### src/rtl/wm_pkg.sv
package wm_pkg;
  typedef enum logic [1:0] {
    SYM_KEEP = 2'd0,
    SYM_ADD  = 2'd1,
    SYM_SUB  = 2'd2,
    SYM_RSVD = 2'd3
  } wm_sym_e;
endpackage

### src/rtl/wm_nbr_mean.sv
module wm_nbr_mean #(
  parameter int PIX_W = 8
) (
  input  logic [PIX_W-1:0] p_right,
  input  logic [PIX_W-1:0] p_below,
  input  logic [PIX_W-1:0] p_diag,
  output logic [PIX_W-1:0] mean
);
  localparam int SW = PIX_W + 1;

  logic [SW-1:0]    sum_lo;
  logic [PIX_W-1:0] half_lo;
  logic [SW-1:0]    sum_all;
  logic [PIX_W-1:0] lo_min, lo_max;

  always_comb begin
    sum_lo  = {1'b0, p_below} + {1'b0, p_diag};
    half_lo = PIX_W'(sum_lo >> 1);
    sum_all = {1'b0, half_lo} + {1'b0, p_right};
    mean    = PIX_W'(sum_all >> 1);
  end

  // mean of the three neighbours must lie within their range
  always_comb begin
    lo_min = p_right;
    lo_max = p_right;
    if (p_below < lo_min) lo_min = p_below;
    if (p_diag  < lo_min) lo_min = p_diag;
    if (p_below > lo_max) lo_max = p_below;
    if (p_diag  > lo_max) lo_max = p_diag;
    assert_avg_bounded_R2: assert (mean >= lo_min && mean <= lo_max);
  end
endmodule

### src/rtl/wm_frac_scale.sv
module wm_frac_scale #(
  parameter int DW     = 8,
  parameter int CW     = 8,
  parameter int FRAC_W = 8
) (
  input  logic [DW-1:0]           data,
  input  logic [CW-1:0]           coef,
  output logic [DW+CW-FRAC_W-1:0] scaled
);
  localparam int PW = DW + CW;

  logic [PW-1:0] prod;

  always_comb begin
    prod   = PW'(data) * PW'(coef);
    scaled = (DW+CW-FRAC_W)'(prod >> FRAC_W);
  end
endmodule

### src/rtl/wm_blend_sat.sv
module wm_blend_sat #(
  parameter int PIX_W = 8,
  parameter int NW    = 9
) (
  input  logic [NW-1:0]    n_term,
  input  logic [PIX_W-1:0] p_term,
  input  logic             do_sub,
  output logic [PIX_W-1:0] result
);
  localparam int AW = PIX_W + 2;
  localparam logic [AW-1:0] PIX_MAX = AW'((1 << PIX_W) - 1);

  logic [AW-1:0] op_a, op_p, op_neg, op_b, acc;
  logic          cin;

  always_comb begin
    op_a   = AW'(n_term);
    op_p   = AW'(p_term);
    // subtract path: operand holds the signed (negative) term, inverted with carry in
    op_neg = ~op_p + AW'(1);
    op_b   = do_sub ? ~op_neg : op_p;
    cin    = do_sub;
    acc    = op_a + op_b + AW'(cin);
    result = (acc > PIX_MAX) ? PIX_MAX[PIX_W-1:0] : acc[PIX_W-1:0];
  end
endmodule

### src/rtl/wm_plane_flip.sv
module wm_plane_flip #(
  parameter int PIX_W = 8,
  parameter int PLANE = 2
) (
  input  logic [PIX_W-1:0] pix,
  input  logic             wbit,
  output logic [PIX_W-1:0] flipped
);
  logic [PIX_W-1:0] mask;

  always_comb begin
    mask    = PIX_W'(wbit) << PLANE;
    flipped = pix ^ mask;
  end
endmodule

### src/rtl/wm_pixel_embed.sv
module wm_pixel_embed
  import wm_pkg::*;
#(
  parameter int PIX_W  = 8,
  parameter int FRAC_W = 8,
  parameter int PLANE  = 2
) (
  input  logic              clk,
  input  logic              rst,
  input  logic              in_valid,
  input  logic              mode_robust,
  input  logic [1:0]        wm_sym,
  input  logic [FRAC_W-1:0] alpha1,
  input  logic [FRAC_W-1:0] alpha2_mag,
  input  logic [PIX_W-1:0]  pix_cur,
  input  logic [PIX_W-1:0]  pix_right,
  input  logic [PIX_W-1:0]  pix_below,
  input  logic [PIX_W-1:0]  pix_diag,
  output logic              out_valid,
  output logic              out_we,
  output logic [PIX_W-1:0]  out_pix
);
  localparam int CW  = FRAC_W + 1;
  localparam int NW  = PIX_W + CW - FRAC_W;
  localparam int PTW = PIX_W;

  wm_sym_e           sym;
  logic [CW-1:0]     comp_a1;
  logic [PIX_W-1:0]  nb_mean;
  logic [NW-1:0]     n_term;
  logic [FRAC_W-1:0] p_coef;
  logic [PTW-1:0]    p_term;
  logic [PIX_W-1:0]  blended, flipped;
  logic              strobe_robust;
  logic [PIX_W-1:0]  next_pix;
  logic              next_we;

  assign sym     = wm_sym_e'(wm_sym);
  assign comp_a1 = CW'(1 << FRAC_W) - CW'(alpha1);
  assign p_coef  = (sym == SYM_SUB) ? alpha2_mag : alpha1;

  wm_nbr_mean #(.PIX_W(PIX_W)) u_mean (
    .p_right(pix_right), .p_below(pix_below), .p_diag(pix_diag), .mean(nb_mean)
  );

  wm_frac_scale #(.DW(PIX_W), .CW(CW), .FRAC_W(FRAC_W)) u_scale_nb (
    .data(nb_mean), .coef(comp_a1), .scaled(n_term)
  );

  wm_frac_scale #(.DW(PIX_W), .CW(FRAC_W), .FRAC_W(FRAC_W)) u_scale_px (
    .data(pix_cur), .coef(p_coef), .scaled(p_term)
  );

  wm_blend_sat #(.PIX_W(PIX_W), .NW(NW)) u_blend (
    .n_term(n_term), .p_term(p_term), .do_sub(sym == SYM_SUB), .result(blended)
  );

  wm_plane_flip #(.PIX_W(PIX_W), .PLANE(PLANE)) u_flip (
    .pix(pix_cur), .wbit(wm_sym[0]), .flipped(flipped)
  );

  always_comb begin
    strobe_robust = (sym == SYM_ADD) || (sym == SYM_SUB);
    if (mode_robust) begin
      next_pix = strobe_robust ? blended : pix_cur;
      next_we  = strobe_robust;
    end else begin
      next_pix = flipped;
      next_we  = 1'b1;
    end
  end

  always_ff @(posedge clk) begin
    if (rst) begin
      out_valid <= 1'b0;
      out_we    <= 1'b0;
      out_pix   <= '0;
    end else begin
      out_valid <= in_valid;
      out_we    <= in_valid & next_we;
      if (in_valid) out_pix <= next_pix;
    end
  end

  // valid pipeline of one cycle
  assert_valid_follows_R8: assert property (@(posedge clk) disable iff (rst)
    in_valid |=> out_valid);
  assert_idle_quiet_R8: assert property (@(posedge clk) disable iff (rst)
    !in_valid |=> (!out_valid && !out_we && $stable(out_pix)));

  // symbol 0 in robust mode keeps the pixel and does not strobe
  assert_keep_pixel_R1: assert property (@(posedge clk) disable iff (rst)
    (in_valid && mode_robust && wm_sym == 2'd0) |=> (out_pix == $past(pix_cur) && !out_we));

  // fragile flip touches only the chosen plane and always strobes
  assert_fragile_plane_R6: assert property (@(posedge clk) disable iff (rst)
    (in_valid && !mode_robust) |=>
      (out_we && ((out_pix ^ $past(pix_cur)) == (PIX_W'($past(wm_sym[0])) << PLANE))));

  // clamped blend never drops below the scaled neighbourhood term
  assert_no_underflow_R5: assert property (@(posedge clk) disable iff (rst)
    (in_valid && mode_robust && (wm_sym == 2'd1 || wm_sym == 2'd2)) |=>
      (out_we && (NW'(out_pix) >= $past(n_term))));
endmodule

### config.mk
export PLATFORM = sky130hd
export DESIGN_NAME = wm_pixel_embed
export DESIGN_NICKNAME = d
export VERILOG_FILES = /design/src/rtl/wm_pkg.sv /design/src/rtl/wm_nbr_mean.sv /design/src/rtl/wm_frac_scale.sv /design/src/rtl/wm_blend_sat.sv /design/src/rtl/wm_plane_flip.sv /design/src/rtl/wm_pixel_embed.sv
export SDC_FILE = /design/constraint.sdc
export NUM_CORES = 1
export LEC_CHECK = 0
export CAP_MARGIN = 20
export CORE_ASPECT_RATIO = 0.8
export CORE_UTILIZATION = 55
export CTS_BUF_LIST = sky130_fd_sc_hd__clkbuf_4
export CTS_CLUSTER_DIAMETER = 150
export DETAILED_ROUTE_END_ITERATION = 7
export PLACE_DENSITY = 0.89
export SLEW_MARGIN = 10
export SYNTH_ARGS = -nofsm -noshare
export SYNTH_HDL_FRONTEND = slang
export SYNTH_HIERARCHICAL = 1
export SYNTH_SLANG_ARGS = --single-unit
export TNS_END_PERCENT = 100
### constraint.sdc
create_clock -name clk -period 24.4 [get_ports clk]
set_clock_uncertainty 0.2 [all_clocks]
set_input_delay 2.44 -clock clk [delete_from_list [all_inputs] [get_ports clk]]
set_output_delay 2.44 -clock clk [all_outputs]
set_load 0.02 [all_outputs]
Word level (Yosys, flattened, before mapping):

Cells that the tools add are included.

* register bits: 10

* add/subtract/negate cells: 6
* $mul: 2
* order comparisons: 1
* equal/unequal tests: 2
* multiplexer cells: 6
* bitwise logic cells: 4
* reduce and logical (&&, ||, !) cells: 1

Operators by type and width (count)
* 2-to-1 mux 8 bit: 4
* adder 8 x 8 -> 9 bit: 2
* multiplier 8 x 9 -> 17 bit: 1
* multiplier 8 x 8 -> 16 bit: 1
* adder 10 x 1 -> 10 bit: 1
* adder 10 x 1 -> 10 bit, second input constant: 1
* adder 9 x 10 -> 10 bit: 1
* greater-than comparator 10 x 8 -> 1 bit, second input constant: 1
* 2-to-1 mux 10 bit: 1
* NOT 10 bit: 1
* NOT 8 -> 10 bit: 1
* subtractor 9 x 8 -> 9 bit, first input constant: 1
* bitwise XOR 8 x 3 -> 8 bit: 1
* == test 2 x 1 -> 1 bit, second input constant: 1
* == test 2 bit, second input constant: 1
* AND 1 bit: 1
* logical OR 1 bit: 1
* 2-to-1 mux 1 bit: 1

Depth between registers and ports, before layout:

* depth in word-level cells: 13
* mapped depth: 36
* gate-level depth less buffers: 36

Cells and area by module:

The synthesis kept the hierarchy.

By module, submodules not included
* wm_frac_scale at u_scale_nb: instances 1, cells each 256, area an instance 2272.2 sq um, sequential area each 0.0 sq um
* wm_frac_scale at u_scale_px: instances 1, cells each 214, area an instance 1963.1 sq um, sequential area each 0.0 sq um
* wm_pixel_embed: instances 1, cells each 87, area an instance 748.2 sq um, sequential area each 200.2 sq um
* wm_nbr_mean: instances 1, cells each 94, area an instance 698.2 sq um, sequential area each 0.0 sq um
* wm_blend_sat: instances 1, cells each 86, area an instance 659.4 sq um, sequential area each 0.0 sq um
* wm_plane_flip: instances 1, cells each 8, area an instance 61.3 sq um, sequential area each 0.0 sq um

Least setup slack after synthesis:

No wires, ideal clock.

* path kind: input -> register
* from: in pix_below[4]
* to: reg out_pix[3]
* data arrival time: 10126 ps
* data required time: 24079 ps
* slack: 13953 ps
* stages on the path: 32
* path buffers: 0
* cell sequence: ha_1 -> nor2b_1 -> a22oi_1 -> o21ai_0 -> a211o_1 -> ha_1 -> nand3_1 -> a21oi_2 -> mux2i_1 -> a2111o_1 -> and2_1 -> fa_1 -> fa_1 -> fa_1 -> inv_1 -> fa_1 -> inv_1 -> ha_1 -> a41o_1 -> a21o_1 -> a311o_1 -> a221oi_2 -> xnor2_1 -> ha_1 -> o21a_1 -> a22o_1 -> or3b_1 -> a211oi_4 -> o22ai_2 -> mux2i_1 -> a211o_1 -> o21ai_0

* word-level cells in the longest chain between the ends: 9

Ends and longest elaborated chain
* start, declared: RTL line wm_pixel_embed.sv:17 `input logic [PIX_W-1:0] pix_below,`
* adder 8 x 8 -> 9 bit: RTL line wm_nbr_mean.sv:17 `sum_lo = {1'b0, p_below} + {1'b0, p_diag};`
* adder 8 x 8 -> 9 bit: RTL line wm_nbr_mean.sv:19 `sum_all = {1'b0, half_lo} + {1'b0, p_right};`
* named net nb_mean[6]: RTL line wm_pixel_embed.sv:29 `logic [PIX_W-1:0] nb_mean;`
* multiplier 8 x 9 -> 17 bit: RTL line wm_frac_scale.sv:15 `prod = PW'(data) * PW'(coef);`
* named net n_term[8]: RTL line wm_pixel_embed.sv:30 `logic [NW-1:0] n_term;`
* adder 9 x 10 -> 10 bit: RTL line wm_blend_sat.sv:23 `acc = op_a + op_b + AW'(cin);`
* adder 10 x 1 -> 10 bit: RTL line wm_blend_sat.sv:23
* greater-than comparator 10 x 8 -> 1 bit: RTL line wm_blend_sat.sv:24 `result = (acc > PIX_MAX) ? PIX_MAX[PIX_W-1:0] : acc[PIX_W-1:0];`
* 2-to-1 mux 8 bit: RTL line wm_blend_sat.sv:24
* named net blended[3]: RTL line wm_pixel_embed.sv:33 `logic [PIX_W-1:0] blended, flipped;`
* 2-to-1 mux 8 bit: RTL line wm_pixel_embed.sv:65 `next_pix = strobe_robust ? blended : pix_cur;`
* 2-to-1 mux 8 bit: RTL line wm_pixel_embed.sv:64 `if (mode_robust) begin`
* end signal, assigned: RTL line wm_pixel_embed.sv:81 `if (in_valid) out_pix <= next_pix;`
* end, declared: RTL line wm_pixel_embed.sv:21 `output logic [PIX_W-1:0] out_pix`

The timed path passes the listed nets, and every way through them passes these cells.
A chain may end at the register's enable or synchronous reset.

Final worst setup path:

* from: in pix_below[1]
* to: reg out_pix[1]

* word-level cells in the longest chain between the ends: 9

Ends and longest elaborated chain (RTL line)
* adder 8 x 8 -> 9 bit *: wm_nbr_mean.sv:17
* adder 8 x 8 -> 9 bit *: wm_nbr_mean.sv:19
* named net nb_mean[7]: wm_pixel_embed.sv:29
* multiplier 8 x 9 -> 17 bit *: wm_frac_scale.sv:15
* named net n_term[1]: wm_pixel_embed.sv:30
* adder 9 x 10 -> 10 bit *: wm_blend_sat.sv:23
* adder 10 x 1 -> 10 bit *: wm_blend_sat.sv:23
* greater-than comparator 10 x 8 -> 1 bit: wm_blend_sat.sv:24
* 2-to-1 mux 8 bit *: wm_blend_sat.sv:24
* named net blended[1]: wm_pixel_embed.sv:33
* 2-to-1 mux 8 bit *: wm_pixel_embed.sv:65
* 2-to-1 mux 8 bit *: wm_pixel_embed.sv:64

The timed path passes the listed nets; every way through them passes the cells marked *.

==> metrics.md <==
| Metric | Value |
|---|---|
| Post-DP HPWL | ~12000 microns |
| Ratio of cells with drive above 1 in the final layout | 0.0500 |
| Terminus of the critical flop-to-flop path | out_pix[2] |
| Total CTS buffers | 3 |
| Startpoint class of the critical path | primary input |
| Worst path slowest cell | o21ai_0 |
| Layout Nets | 1028 |
| CP endpoint kind | register |
| Design Area, Final | 7170 sq um |
| Critical Path AT | 11.32 ns |
| Grt total ovfl | 0 |
| Gr usage total | 0.250 |
| Crit path max fanout | 9 |
| Setup Buffers After CTS | 0 |
| FP Rows | 34 |
| CP startpoint | pix_below[1] |
| Footprint of the multi-input gates | 5720 sq um |
| WL/cell | 15.2 microns |
| RSZ-0062 raised after global routing | no |
| Pin count of the biggest net entering global routing | 18 |
| Crit Path Category | primary input to register |
| Crit path to | out_pix[1] |
| Initial antenna violation count | 0 |
| Core Region | 11100 sq um |
| Final WL | 14400 microns |
| Main synth FF type | dfxtp_1 |
| Critical path's largest stage delay | 0.59 ns |
| Final hold violation count | 0 |
| Fmax | 87.9 MHz |
| DR iter-0 viols | 295 |
| # clock sinks | 10 |
| Outcome | finished clean |
| Register area share after synthesis | 0.0313 |
| Setup_tns | 0 ns |
| Yosys Warn Count | 6 |
| Vias in the first global route | 5242 |
| Final period utilization | 0.466 |
| Area after DPL | 7140 sq um |
| Avg Synthesized Cell Area | 8.59 sq um |
| CP required | about 24 ns |
| FF-to-FF path depth | 2 |
| Max_slew headroom | 0.482 |
| IO Pins | 64 |
| Crit Reg-Reg Startpoint | out_pix[2] |
| Final Wtd Congestion | 0.839 |
| Via count | 5374 |
| Syn Nets | 972 |
| Clock Path Buffers | 2 |
| Die width | 123 microns |
| CTS tree | done |
| Cell count after synthesis | 745 |
| Syn-to-layout area delta | 12.0% |
| Filler cells | between 800 and 900 |
| Clock slew seen by the registers of the worst setup and hold paths | around 0.07 ns |
| Final min period | 11.37 ns |
| CTS root buf | clkbuf_4 |
| Async SR Flop Fraction | 0 |
| Commonest non-fill, non-tap cell in the layout | inv_1 |
| Commonest non-fill, non-tap cells in the layout | inv_1, and2_1, ha_1 |
| Yosys cell types | 70 |
| FF+latch count, synth | 10 |
| EDFF count, synth | 0 |
| Starting Density | 0.577 |
| Skew-Pair Late Insertion Delay | 0.27 ns |
| Max Cap Viol | 0 |
| Mapped cell area | 6400 sq um |
| Flip-flop and latch area | 200 sq um |
| # DRC | 0 |
| Die footprint | 12100 sq um |
| Cell repeated most along the worst path | fa_1 |
| R2r setup slk | 23.54 ns |
| # hold bufs at CTS | 0 |
| Antenna viol nets, final | 0 |
| Pins over their slew limit | 0 |
| First-pass GRT wire length | roughly 25000 microns |
| Height of the die | a little under 100 microns |
| Number of vias per cell | around 5.7 |
| Ant diodes | 0 |
| H-tree levels | 1 |
| Final setup vio count | 0 |
| Least-Margin Pin Slew | between 0.7 and 0.8 ns |
| First drt pass iteration count | 7 |
| PostCTS Resize Cnt | 0 |
| Hold Path Class | register to register |
| IO buf count | 63 |
## critical path: cells and delay by family
kind	cells	cell delay (ns)
buffers and inverters	5	0.76
and+or+nand+nor	5	1.12
xor gates and xnor gates	2	0.28
muxes	1	0.17
AOI/OAI and AO/OA	13	2.89
adders and majority gates	8	3.66
## cell families after synthesis
kind of cell,share of synthesized area
simple gates,0.223
fa+ha+maj,0.431
compound gates,0.152
buf+inv,0.0756
xor+xnor,0.0561
mux,0.0317
flops,0.0313
## synth_stat cells, types with 6 or more instances
library cell | instances | area (sq um)
and2_2 | 6 | 45.0
nand2_1 | 44 | 165
mux2_2 | 7 | 78.8
o21a_1 | 10 | 75.1
nor3_1 | 12 | 60.1
o21ai_1 | 12 | 60.1
nor2_1 | 25 | 93.8
xnor2_1 | 25 | 219
o21ai_0 | 22 | 110
a21o_1 | 6 | 45.0
a21oi_1 | 31 | 155
mux2i_1 | 11 | 110
nand2b_1 | 13 | 81.3
a211o_1 | 9 | 78.8
xor2_1 | 16 | 140
fa_1 | 79 | 1580
nor2b_1 | 6 | 37.5
dfxtp_1 | 10 | 200
and2_1 | 104 | 651
ha_1 | 94 | 1180
nand3_1 | 7 | 35.0
inv_1 | 107 | 402
buf_4 | 7 | 52.6
## registers in the layout, summed over array words and instances (netlist names)
signal / cells
out_valid: 1
out_pix: 8
out_we: 1
## stage by stage
step	utilization	cells	hold WS (ns)	worst slack, ns
2_1_floorplan	-	745	0.346	13.95
3_3_place_gp	0.643	940	0.265	13.04
3_5_place_dp	0.643	940	0.269	12.85
4_1_cts	0.646	944	0.282	13.10
5_1_grt	0.646	944	0.304	12.48
6_report	0.646	944	0.281	13.03
## worst min path at each step
stage / to / depth (start not counted) / slack (ns) / startpoint
after floorplan: out_pix[0] / 2 / 0.35 / out_pix[0]
after global placement: out_pix[4] / 2 / 0.27 / out_pix[4]
after detailed placement: out_pix[5] / 2 / 0.27 / out_pix[5]
after CTS: out_pix[5] / 2 / 0.28 / out_pix[5]
after global routing: out_pix[5] / 2 / 0.30 / out_pix[5]
final: out_pix[5] / 2 / 0.28 / out_pix[5]
## metal layers
metal / up-vias / share of wire / track usage
met5: - / 0 / 0
met4: 0 / 0.0052 / 0.0300
met3: 13 / 0.066 / 0.0179
met2: 173 / 0.45 / 0.402
met1: 2579 / 0.48 / 0.375
li1: 2609 / - / -
## area by class of cell
type                       instances  share of cell area
timing repair buffer              64              0.0890
multi-input combinational        614               0.798
clock inverter                     1            0.000524
tap                              144              0.0251
sequential                        10              0.0279
clock buffer                       3             0.00314
inverter                         108              0.0566
Power is not shown: default switching activity piles up to over one toggle a cycle in this logic, so the estimate is an artifact.
